### config.mk
export PLATFORM = sky130hd
export DESIGN_NAME = byte_io_irq_if
export DESIGN_NICKNAME = d
export VERILOG_FILES = /design/src/rtl/io_if_pkg.sv /design/src/rtl/io_op_decode.sv /design/src/rtl/io_flag.sv /design/src/rtl/io_data_reg.sv /design/src/rtl/byte_io_irq_if.sv
export SDC_FILE = /design/constraint.sdc
export NUM_CORES = 1
export LEC_CHECK = 0
export BUFFER_PORTS_ARGS = -buffer_cell sky130_fd_sc_hd__buf_2
export CORE_MARGIN = 2
export CORE_UTILIZATION = 36
export CTS_CLUSTER_SIZE = 14
export DETAILED_ROUTE_END_ITERATION = 7
export PLACE_DENSITY = 0.74
export SLEW_MARGIN = 30
export SYNTH_ARGS = -nofsm -noshare
export SYNTH_HDL_FRONTEND = slang
export SYNTH_HIERARCHICAL = 1
export SYNTH_SLANG_ARGS = --single-unit
### constraint.sdc
create_clock -name clk -period 0.8 [get_ports clk]
set_input_delay 0.16 -clock clk [delete_from_list [all_inputs] [get_ports clk]]
set_output_delay 0.16 -clock clk [all_outputs]
set_load 0.005 [all_outputs]
### src/rtl/io_if_pkg.sv
// Package: shared op indices and decoded-op type for the byte I/O interface.
// Assumes the select field is six bits, one bit per I/O op.
package io_if_pkg;
    localparam int OP_COUNT = 6;
    localparam int OP_INP   = 5;
    localparam int OP_OUT   = 4;
    localparam int OP_SKI   = 3;
    localparam int OP_SKO   = 2;
    localparam int OP_ION   = 1;
    localparam int OP_IOF   = 0;

    typedef struct packed {
        logic rd_in;
        logic wr_out;
        logic skip_in;
        logic skip_out;
        logic en_irq;
        logic dis_irq;
    } io_ops_t;
endpackage

### src/rtl/io_op_decode.sv
// Module: gates each select bit with the execute strobe and packs the result.
// Assumes several select bits may be set at once; each op acts independently.
module io_op_decode
    import io_if_pkg::*;
(
    input  logic                io_exec,
    input  logic [OP_COUNT-1:0] io_sel,
    output io_ops_t             ops
);
    logic [OP_COUNT-1:0] gated;

    // Qualify every select bit with the execute strobe.
    for (genvar g = 0; g < OP_COUNT; g++) begin : g_gate
        assign gated[g] = io_exec & io_sel[g];
    end

    // Map qualified bits onto named op fields.
    always_comb begin
        ops.rd_in    = gated[OP_INP];
        ops.wr_out   = gated[OP_OUT];
        ops.skip_in  = gated[OP_SKI];
        ops.skip_out = gated[OP_SKO];
        ops.en_irq   = gated[OP_ION];
        ops.dis_irq  = gated[OP_IOF];
    end
endmodule

### src/rtl/io_flag.sv
// Module: one handshake flag; the external set beats the CPU clear in the same cycle.
// Assumes synchronous active-low reset.
module io_flag (
    input  logic clk,
    input  logic rst_n,
    input  logic set,
    input  logic clr,
    output logic flag_q
);
    // Flag state with set-over-clear priority.
    always_ff @(posedge clk) begin
        if (!rst_n)   flag_q <= 1'b0;
        else if (set) flag_q <= 1'b1;
        else if (clr) flag_q <= 1'b0;
    end

    AST_SET_WINS: assert property (@(posedge clk) disable iff (!rst_n)
        set |=> flag_q);
    AST_CLEAR_TAKES: assert property (@(posedge clk) disable iff (!rst_n)
        (clr && !set) |=> !flag_q);
    AST_FLAG_HOLDS: assert property (@(posedge clk) disable iff (!rst_n)
        (!set && !clr) |=> $stable(flag_q));
endmodule

### src/rtl/io_data_reg.sv
// Module: byte holding register with a load enable.
// Assumes synchronous active-low reset to zero.
module io_data_reg #(
    parameter int W = 8
) (
    input  logic         clk,
    input  logic         rst_n,
    input  logic         load,
    input  logic [W-1:0] d,
    output logic [W-1:0] q
);
    // Capture the byte when loaded, otherwise hold.
    always_ff @(posedge clk) begin
        if (!rst_n)    q <= '0;
        else if (load) q <= d;
    end
endmodule

### src/rtl/byte_io_irq_if.sv
// Module: flagged byte I/O interface with interrupt request.
// Holds one input byte and one output byte, each with a handshake flag that only
// the peripheral can raise. It executes six CPU I/O ops and returns skip and irq.
// Assumes: io_sel bits follow io_if_pkg indices; skip and inp_load are combinational
// in the execute cycle; synchronous active-low reset.
module byte_io_irq_if
    import io_if_pkg::*;
#(
    parameter int DATA_W = 8
) (
    input  logic                clk,
    input  logic                rst_n,
    input  logic                in_strobe,
    input  logic [DATA_W-1:0]   in_data,
    input  logic                out_req,
    input  logic                io_exec,
    input  logic [OP_COUNT-1:0] io_sel,
    input  logic [DATA_W-1:0]   acc_lo,
    input  logic                irq_ack,
    output logic [DATA_W-1:0]   inp_data,
    output logic                inp_load,
    output logic [DATA_W-1:0]   out_data,
    output logic                out_valid,
    output logic                in_flag,
    output logic                out_flag,
    output logic                irq_en,
    output logic                skip,
    output logic                irq
);
    localparam int N_FLAGS = 2;
    localparam int F_IN    = 0;
    localparam int F_OUT   = 1;

    io_ops_t            ops;
    logic [N_FLAGS-1:0] flag_set;
    logic [N_FLAGS-1:0] flag_clr;
    logic [N_FLAGS-1:0] flag_q;
    logic               ien_q;
    logic               ovalid_q;

    io_op_decode u_dec (
        .io_exec (io_exec),
        .io_sel  (io_sel),
        .ops     (ops)
    );

    // Route peripheral strobes to flag sets and CPU transfers to flag clears.
    always_comb begin
        flag_set[F_IN]  = in_strobe;
        flag_set[F_OUT] = out_req;
        flag_clr[F_IN]  = ops.rd_in;
        flag_clr[F_OUT] = ops.wr_out;
    end

    for (genvar f = 0; f < N_FLAGS; f++) begin : g_flag
        io_flag u_flag (
            .clk    (clk),
            .rst_n  (rst_n),
            .set    (flag_set[f]),
            .clr    (flag_clr[f]),
            .flag_q (flag_q[f])
        );
    end

    io_data_reg #(.W(DATA_W)) u_in_hold (
        .clk   (clk),
        .rst_n (rst_n),
        .load  (in_strobe),
        .d     (in_data),
        .q     (inp_data)
    );

    io_data_reg #(.W(DATA_W)) u_out_hold (
        .clk   (clk),
        .rst_n (rst_n),
        .load  (ops.wr_out),
        .d     (acc_lo),
        .q     (out_data)
    );

    // Interrupt enable: a clear (disable op or acknowledge) beats an enable op.
    always_ff @(posedge clk) begin
        if (!rst_n)                       ien_q <= 1'b0;
        else if (ops.dis_irq || irq_ack)  ien_q <= 1'b0;
        else if (ops.en_irq)              ien_q <= 1'b1;
    end

    // One-cycle output-valid pulse following each write-output op.
    always_ff @(posedge clk) begin
        if (!rst_n) ovalid_q <= 1'b0;
        else        ovalid_q <= ops.wr_out;
    end

    // Outputs toward the CPU and the peripherals.
    always_comb begin
        inp_load  = ops.rd_in;
        skip      = (ops.skip_in & flag_q[F_IN]) | (ops.skip_out & flag_q[F_OUT]);
        irq       = ien_q & (|flag_q);
        in_flag   = flag_q[F_IN];
        out_flag  = flag_q[F_OUT];
        irq_en    = ien_q;
        out_valid = ovalid_q;
    end

    AST_INPR_CAPTURE: assert property (@(posedge clk) disable iff (!rst_n)
        in_strobe |=> (inp_data == $past(in_data)));
    AST_OUT_CAPTURE: assert property (@(posedge clk) disable iff (!rst_n)
        (io_exec && io_sel[OP_OUT]) |=> (out_valid && out_data == $past(acc_lo)));
    AST_OUT_SINGLE: assert property (@(posedge clk) disable iff (!rst_n)
        !(io_exec && io_sel[OP_OUT]) |=> !out_valid);
    AST_IEN_CLEAR: assert property (@(posedge clk) disable iff (!rst_n)
        ((io_exec && io_sel[OP_IOF]) || irq_ack) |=> !irq_en);
    AST_IEN_SET: assert property (@(posedge clk) disable iff (!rst_n)
        (io_exec && io_sel[OP_ION] && !io_sel[OP_IOF] && !irq_ack) |=> irq_en);
    AST_IRQ_GATED: assert property (@(posedge clk) disable iff (!rst_n)
        !irq_en |-> !irq);
    AST_IDLE_QUIET: assert property (@(posedge clk) disable iff (!rst_n)
        !io_exec |-> (!skip && !inp_load));
endmodule

==> impl_metrics.json, run 1 <==
{
  "layout_worst_path_cycle_share_pct": 138,
  "combinational_fraction_of_design_power_pct": 17.0,
  "synth_edf_count": 0,
  "clock_path_buffers": 2,
  "outcome": "finished, violations left",
  "die_area_sq_um": 2630,
  "detailedRoute.firstIterationViolations": 2,
  "finish.utilization_pct": 56.5,
  "p_per_area_nw_per_um2": 1630,
  "final_layout_fill_cell_count": 211,
  "grt.overflow.total": 0,
  "via_per_inst": 4.39,
  "antenna_found_initial": 0,
  "p_leak_uw": 0.000616,
  "grt_first_pass_wirelength_um": 2590,
  "switchingPower_uw": 446,
  "antenna_violating_nets_post_route": 0,
  "fmaxAchievable_mhz": 903,
  "synth.cell_area_sq_um": 805,
  "antenna_cells_inserted": 0,
  "min_period_ns": 1.11,
  "timing.critical_path.arrival_ns": 0.95,
  "postSynthRegisterBits": 20,
  "yosys.cell_types.count": 10,
  "cts_buffers": 3,
  "worstHoldPathType": "in -> reg",
  "post_synth_inst_count": 69,
  "tritoncts": "built",
  "yosys.cell_count.top_type": "dfxtp_1",
  "whs_path_depth": 2,
  "routed_wire_length_per_instance_um": 10.7,
  "vias": 690,
  "clkTransAtPathRegs_ns": 0.10,
  "setup.worst_path.end_class": "primary output",
  "report.final.hold_viol_count": 0,
  "synth-warning-count": 6,
  "grt_pass1_vias": 653,
  "final_net_count": 158,
  "timing.reg2reg.worst_path_depth": 3,
  "critical_path_class": "reg -> out",
  "violated_checks": "setup timing",
  "crit_path_start_kind": "flip-flop",
  "io_buffer_count": 50,
  "syn2layout_area_growth_pct": 52.3,
  "yosys.area.top_type_share_pct": 49.8,
  "total_power_uw": 1990,
  "fp.dieH_um": 51.3,
  "required_ns": 0.64,
  "synth_area_leader_cell": "dfxtp_1",
  "die_width_um": 51.3,
  "htree_num_levels": 1,
  "slew-limit-headroom_pct": 82.7,
  "postRouteWirelength_um": 1690,
  "fin_hold_ws_ns": 0.0149,
  "maxCapViolCount": 0,
  "grt_start_max_net_pins": 21,
  "globalplace.congestion": 0.648,
  "dp_worst_setup_slack_ns": -0.120,
  "clock-skew-final_ns": 0,
  "cts_root_buffer": "clkbuf_4",
  "syn_area_cell_sq_um": 11.7,
  "postSynthNetCount": 97,
  "grtUsageTotal_pct": 13.2,
  "design.core.area_sq_um": 2170,
  "max_slew_violation_count": 0,
  "asyncSetResetFlopFracSynth_pct": 0,
  "drt_pass1_iterations": 2,
  "finalWorstSetupSlack_ns": -0.307,
  "internal-power_uw": 1550,
  "worstSkewPairLatency_ns": 0.29,
  "initial_utilization_pct": 37.1,
  "swShare_pct": 22.3,
  "row_count": 17,
  "ys.flop_type": "dfxtp_1",
  "ys_seq_area_share_pct": 49.8,
  "worst_ir_drop_vdd_uv": 764,
  "multi_input_comb_area_sq_um": 387,
  "share_clk_of_total_power_pct": 28.5,
  "tns_ns": -2.73,
  "regArea_sq_um": 424,
  "drc_errors": 0,
  "tritoncts_num_sinks": 20,
  "unrepaired_setup_endpoints_after_global_routing": "yes",
  "final_hpwl_from_detailed_placement_um": 1230,
  "synth.cells.most_frequent": "dfxtp_1 (20), mux2i_1 (16), nor2b_1 (16)",
  "critical_path.max_fanout": 3,
  "fraction_of_power_consumed_by_sequential_logic_pct": 54.5,
  "drive_above_1_share_pct": 66.7,
  "io_pins": 51,
  "timing_worst_slew_pin_value_ns": 0.260,
  "netlist_top_cells_area": "dfxtp_1 (50%), mux2i_1 (20%), nor2b_1 (12%), and2_1 (5.4%), nor2b_4 (3.4%)",
  "setup_viol": 23
}
==> layout by cell type (no fill, tap or decap), types with 2 or more instances in the layout <==
| cell | Yosys | layout |
|---|---|---|
| and2_1 | 7 | 5 |
| and2_4 | 0 | 2 |
| buf_2 | 0 | 46 |
| buf_4 | 0 | 6 |
| buf_6 | 2 | 6 |
| clkbuf_4 | 0 | 3 |
| dfxtp_2 | 0 | 19 |
| mux2i_1 | 16 | 16 |
| nor2b_1 | 16 | 16 |
| nor2b_4 | 2 | 2 |
| o21a_1 | 3 | 3 |
==> critical path: stages, from the launching register on <==
cell and delay, ns:
dfxtp_2 0.34, a22o_1 0.20, buf_2 0.12
==> registers in the layout (all words and copies together), names as in the netlist <==
register and cells:
u_in_hold/q 8, out_valid 1, g_flag.u_flag/flag_q 2, u_out_hold/q 8
irq_en 1
==> final timing paths <==
path / start / end / slack [ns]
worst max-delay path: g_flag[0].u_flag/flag_q$_SDFFE_PN0P_ / skip / -0.31
worst min-delay path: irq_ack / irq_en$_SDFFE_PP0P_ / 0.01
worst max register to register: g_flag[0].u_flag/flag_q$_SDFFE_PN0P_ / g_flag[0].u_flag/flag_q$_SDFFE_PN0P_ / -0.03
worst min register to register: u_in_hold/q[3]$_SDFFE_PN0P_ / u_in_hold/q[3]$_SDFFE_PN0P_ / 0.52
==> power groups by stage <==
stage                     Combinational [uW]  Clock [uW]  Sequential (uW)
after floorplan                          145           0             1110
after global placement                   283           0             1100
after detailed placement                 294           0             1100
after CTS                                327         601             1090
after global routing                     372         638             1100
final                                    339         568             1090
==> cell families (layout without fill, tap and decap cells) <==
logic type	count (synthesis)	count (layout)	synth area share (%)
buffers and inverters	2	62	2.80
muxes	16	16	19.9
AOI/OAI and AO/OA	4	4	3.89
DFF	20	20	49.8
and+or+nand+nor	27	27	23.6
==> through the flow <==
stage / area [sq um] / std cells
after CTS: 1190 / 156
after global placement: 1080 / 146
after global routing: 1220 / 157
after detailed placement: 1080 / 146
after floorplan: 807 / 69
final: 1220 / 157
==> repair_timing <==
item | 4_1_cts | 5_1_grt
resized for setup | 22 | 5
setup endpoints to repair | 23 | 25
setup buffers | 6 | 1
endpoints found under the hold margin | 1 | 1
cloned | 0 | 0
==> area by class of cell <==
cell class | instances | area share, %
multi-input combinational | 47 | 31.6
clock buffer | 4 | 2.96
sequential | 20 | 34.6
timing repair buffer | 58 | 28.0
tap | 28 | 2.86
==> layer usage <==
layer / share of wire (%) / vias up / GRT usage, %
li1: - / 349 / -
met2: 55 / 22 / 23.6
met4: 0.95 / 0 / 7.89
met5: 0 / - / 0
met3: 4.5 / 2 / 1.75
met1: 40 / 317 / 14.8
(Power assumes the default switching activity.)
==> run 2, diff against run 1 <==
SLEW_MARGIN = 10   (was 30)
SYNTH_HIERARCHICAL = unset   (was 1)
==> impl_metrics.json, run 2 <==
{
  "outcome": "finished, violations left",
  "violated_checks": "setup timing",
  "yosys.cell_count.top_type": "dfxtp_1",
  "report.final.hold_viol_count": 0,
  "netlist_top_cells_area": "dfxtp_1 (50%), mux2i_1 (10%), o21ai_2 (9.8%), nand4_1 (6.2%), nand2_1 (5.6%)",
  "tritoncts_num_sinks": 20,
  "io_buffer_count": 50,
  "cts_root_buffer": "clkbuf_4",
  "grt_start_max_net_pins": 22,
  "cts_buffers": 3,
  "die_area_sq_um": 2630,
  "internal-power_uw": 1420,
  "share_clk_of_total_power_pct": 23.4,
  "detailedRoute.firstIterationViolations": 1,
  "postSynthNetCount": 109,
  "fp.dieH_um": 51.3,
  "drc_errors": 0,
  "worstSkewPairLatency_ns": 0.28,
  "yosys.area.top_type_share_pct": 49.8,
  "slew-limit-headroom_pct": 83.1,
  "max_slew_violation_count": 0,
  "drt_pass1_iterations": 3,
  "post_synth_inst_count": 81,
  "timing_worst_slew_pin_value_ns": 0.254,
  "critical_path_class": "reg -> out",
  "final_hpwl_from_detailed_placement_um": 1400,
  "grt_pass1_vias": 716,
  "globalplace.congestion": 0.680,
  "row_count": 17,
  "synth_edf_count": 0,
  "unrepaired_setup_endpoints_after_global_routing": "yes",
  "multi_input_comb_area_sq_um": 358,
  "antenna_violating_nets_post_route": 0,
  "syn2layout_area_growth_pct": 45.4,
  "commonest_non_fill_non_tap_cells_in_the_layout": "buf_2 (47), dfxtp_2 (19), nand2_1 (12), o21ai_2 (9)",
  "timing.critical_path.arrival_ns": 0.95,
  "p_leak_uw": 0.000585,
  "synth.cell_area_sq_um": 805,
  "setup.worst_path.end_class": "primary output",
  "clock_path_buffers": 2,
  "design.core.area_sq_um": 2170,
  "required_ns": 0.64,
  "drive_above_1_share_pct": 68.7,
  "yosys.cell_types.count": 19,
  "ys_seq_area_share_pct": 49.8,
  "biggestRegsByFlops": "u_in_hold.q x8, u_out_hold.q x8, g_flag.u_flag.flag_q x2",
  "crit_path_start_kind": "flip-flop",
  "worst_ir_drop_vdd_uv": 837,
  "synth-warning-count": 0,
  "grtUsageTotal_pct": 14.5,
  "final_net_count": 164,
  "antenna_found_initial": 0,
  "switchingPower_uw": 442,
  "layout.cell_area.non_filler_sq_um": 1170,
  "final_layout_fill_cell_count": 225,
  "syn_area_cell_sq_um": 9.93,
  "initial_utilization_pct": 37.1,
  "p_per_area_nw_per_um2": 1590,
  "synth_area_leader_cell": "dfxtp_1",
  "setup_viol": 22,
  "via_per_inst": 4.64,
  "tritoncts": "built",
  "antenna_cells_inserted": 0,
  "ys.flop_type": "dfxtp_1",
  "fmaxAchievable_mhz": 900,
  "total_power_uw": 1860,
  "regArea_sq_um": 424,
  "min_period_ns": 1.11,
  "clkTransAtPathRegs_ns": 0.10,
  "maxCapViolCount": 0,
  "postPlaceCellArea_sq_um": 1090,
  "grt.overflow.total": 0,
  "asyncSetResetFlopFracSynth_pct": 0,
  "timing.reg2reg.setup_slack_ns": 0.11,
  "mostFrequentLayoutCell": "buf_2",
  "critical_path.max_fanout": 4,
  "vias": 751,
  "grt_first_pass_wirelength_um": 2880,
  "swShare_pct": 23.8,
  "worstHoldPathType": "in -> reg",
  "layout_worst_path_cycle_share_pct": 139,
  "htree_num_levels": 1,
  "fraction_of_power_consumed_by_sequential_logic_pct": 59.0,
  "synth.cells.most_frequent": "dfxtp_1 (20), nand2_1 (12), o21ai_2 (9)",
  "finalWorstSetupSlack_ns": -0.312,
  "postSynthRegisterBits": 20,
  "postRouteWirelength_um": 1810,
  "combinational_fraction_of_design_power_pct": 17.6,
  "routed_wire_length_per_instance_um": 11.2,
  "die_width_um": 51.3,
  "clock-skew-final_ns": 0,
  "io_pins": 51
}
==> run 2: cell count changes after synthesis, moves of 6 or more <==
cell     delta
mux2i_1     -8
and2_1      -6
nand4_1     +8
nor2b_1    -15
nand2_1    +12
nor2_1      +7
o21ai_2     +9
==> run 2: worst paths after layout <==
kind                                                            from                                   end  cells after the start
worst min register to register          u_out_hold.q[3]$_SDFFE_PN0P_          u_out_hold.q[3]$_SDFFE_PN0P_                      2
worst min-delay path                                         irq_ack                   irq_en$_SDFFE_PP0P_                      2
worst max-delay path            g_flag[0].u_flag.flag_q$_SDFFE_PN0P_                                  skip                      3
worst max register to register  g_flag[0].u_flag.flag_q$_SDFFE_PN0P_  g_flag[0].u_flag.flag_q$_SDFFE_PN0P_                      3
==> run 2: power groups by stage <==
stage | combinational [uW] | clock, uW | sequential (uW)
global placement | 306 | 0 | 1100
CTS | 317 | 469 | 1090
finish | 327 | 435 | 1100
detailed placement | 317 | 0 | 1100
floorplan | 149 | 0 | 1110
global route | 364 | 508 | 1100
==> run 2: kinds of logic (layout without fill, tap and decap cells) <==
kind of cell / after synthesis / in the layout / share of synthesized area [%]
simple gates: 32 / 32 / 19.1
flops: 20 / 20 / 49.8
compound gates: 14 / 14 / 14.8
mux: 8 / 8 / 9.95
buf+inv: 7 / 60 / 6.38
==> run 2: critical path, cell delays in order (launching register included) <==
cell and delay [ns]:
dfxtp_2 0.35, a22oi_2 0.14, nor2b_1 0.06, buf_2 0.12
==> run 2: layer usage <==
| layer | share of wire [%] | wire [um] | track usage, % | vias up |
|---|---|---|---|---|
| li1 | - | - | - | 387 |
| met1 | 41 | 747 | 16.3 | 328 |
| met2 | 48 | 862 | 25.5 | 34 |
| met3 | 10 | 185 | 3.51 | 2 |
| met4 | 0.72 | 13 | 6.58 | 0 |
| met5 | 0 | 0 | 0 | - |
==> run 2: what timing repair did <==
item,4_1_cts,5_1_grt
pin swaps,0,1
hold endpoints to repair,0,0
buffers inserted,0,1
resized for setup,19,4
setup endpoints to repair,22,22
hold buffers,0,0
cloned,0,0
==> run 2: per-stage QoR <==
stage	TNS [ns]	hold WS (ns)	util, %	std cells	worst slack [ns]
final	-2.38	0.0362	53.9	162	-0.312
after global routing	-3.34	0.0170	53.9	162	-0.390
after detailed placement	-0.0241	0.347	50.3	158	-0.0241
after CTS	-2.79	0.0240	52.5	161	-0.349
after global placement	-0.00434	0.340	50.3	158	-0.00434
after floorplan	0	0.240	-	81	0.0616
==> run 2: final cells by class <==
type                    instances  share of cell area [%]
well taps                      28                    2.99
repair buffers                 56                    27.9
clock buffers                   3                    1.93
flip-flops and latches         20                    36.3
multi-input cells              54                    30.6
inverters                       1                   0.321
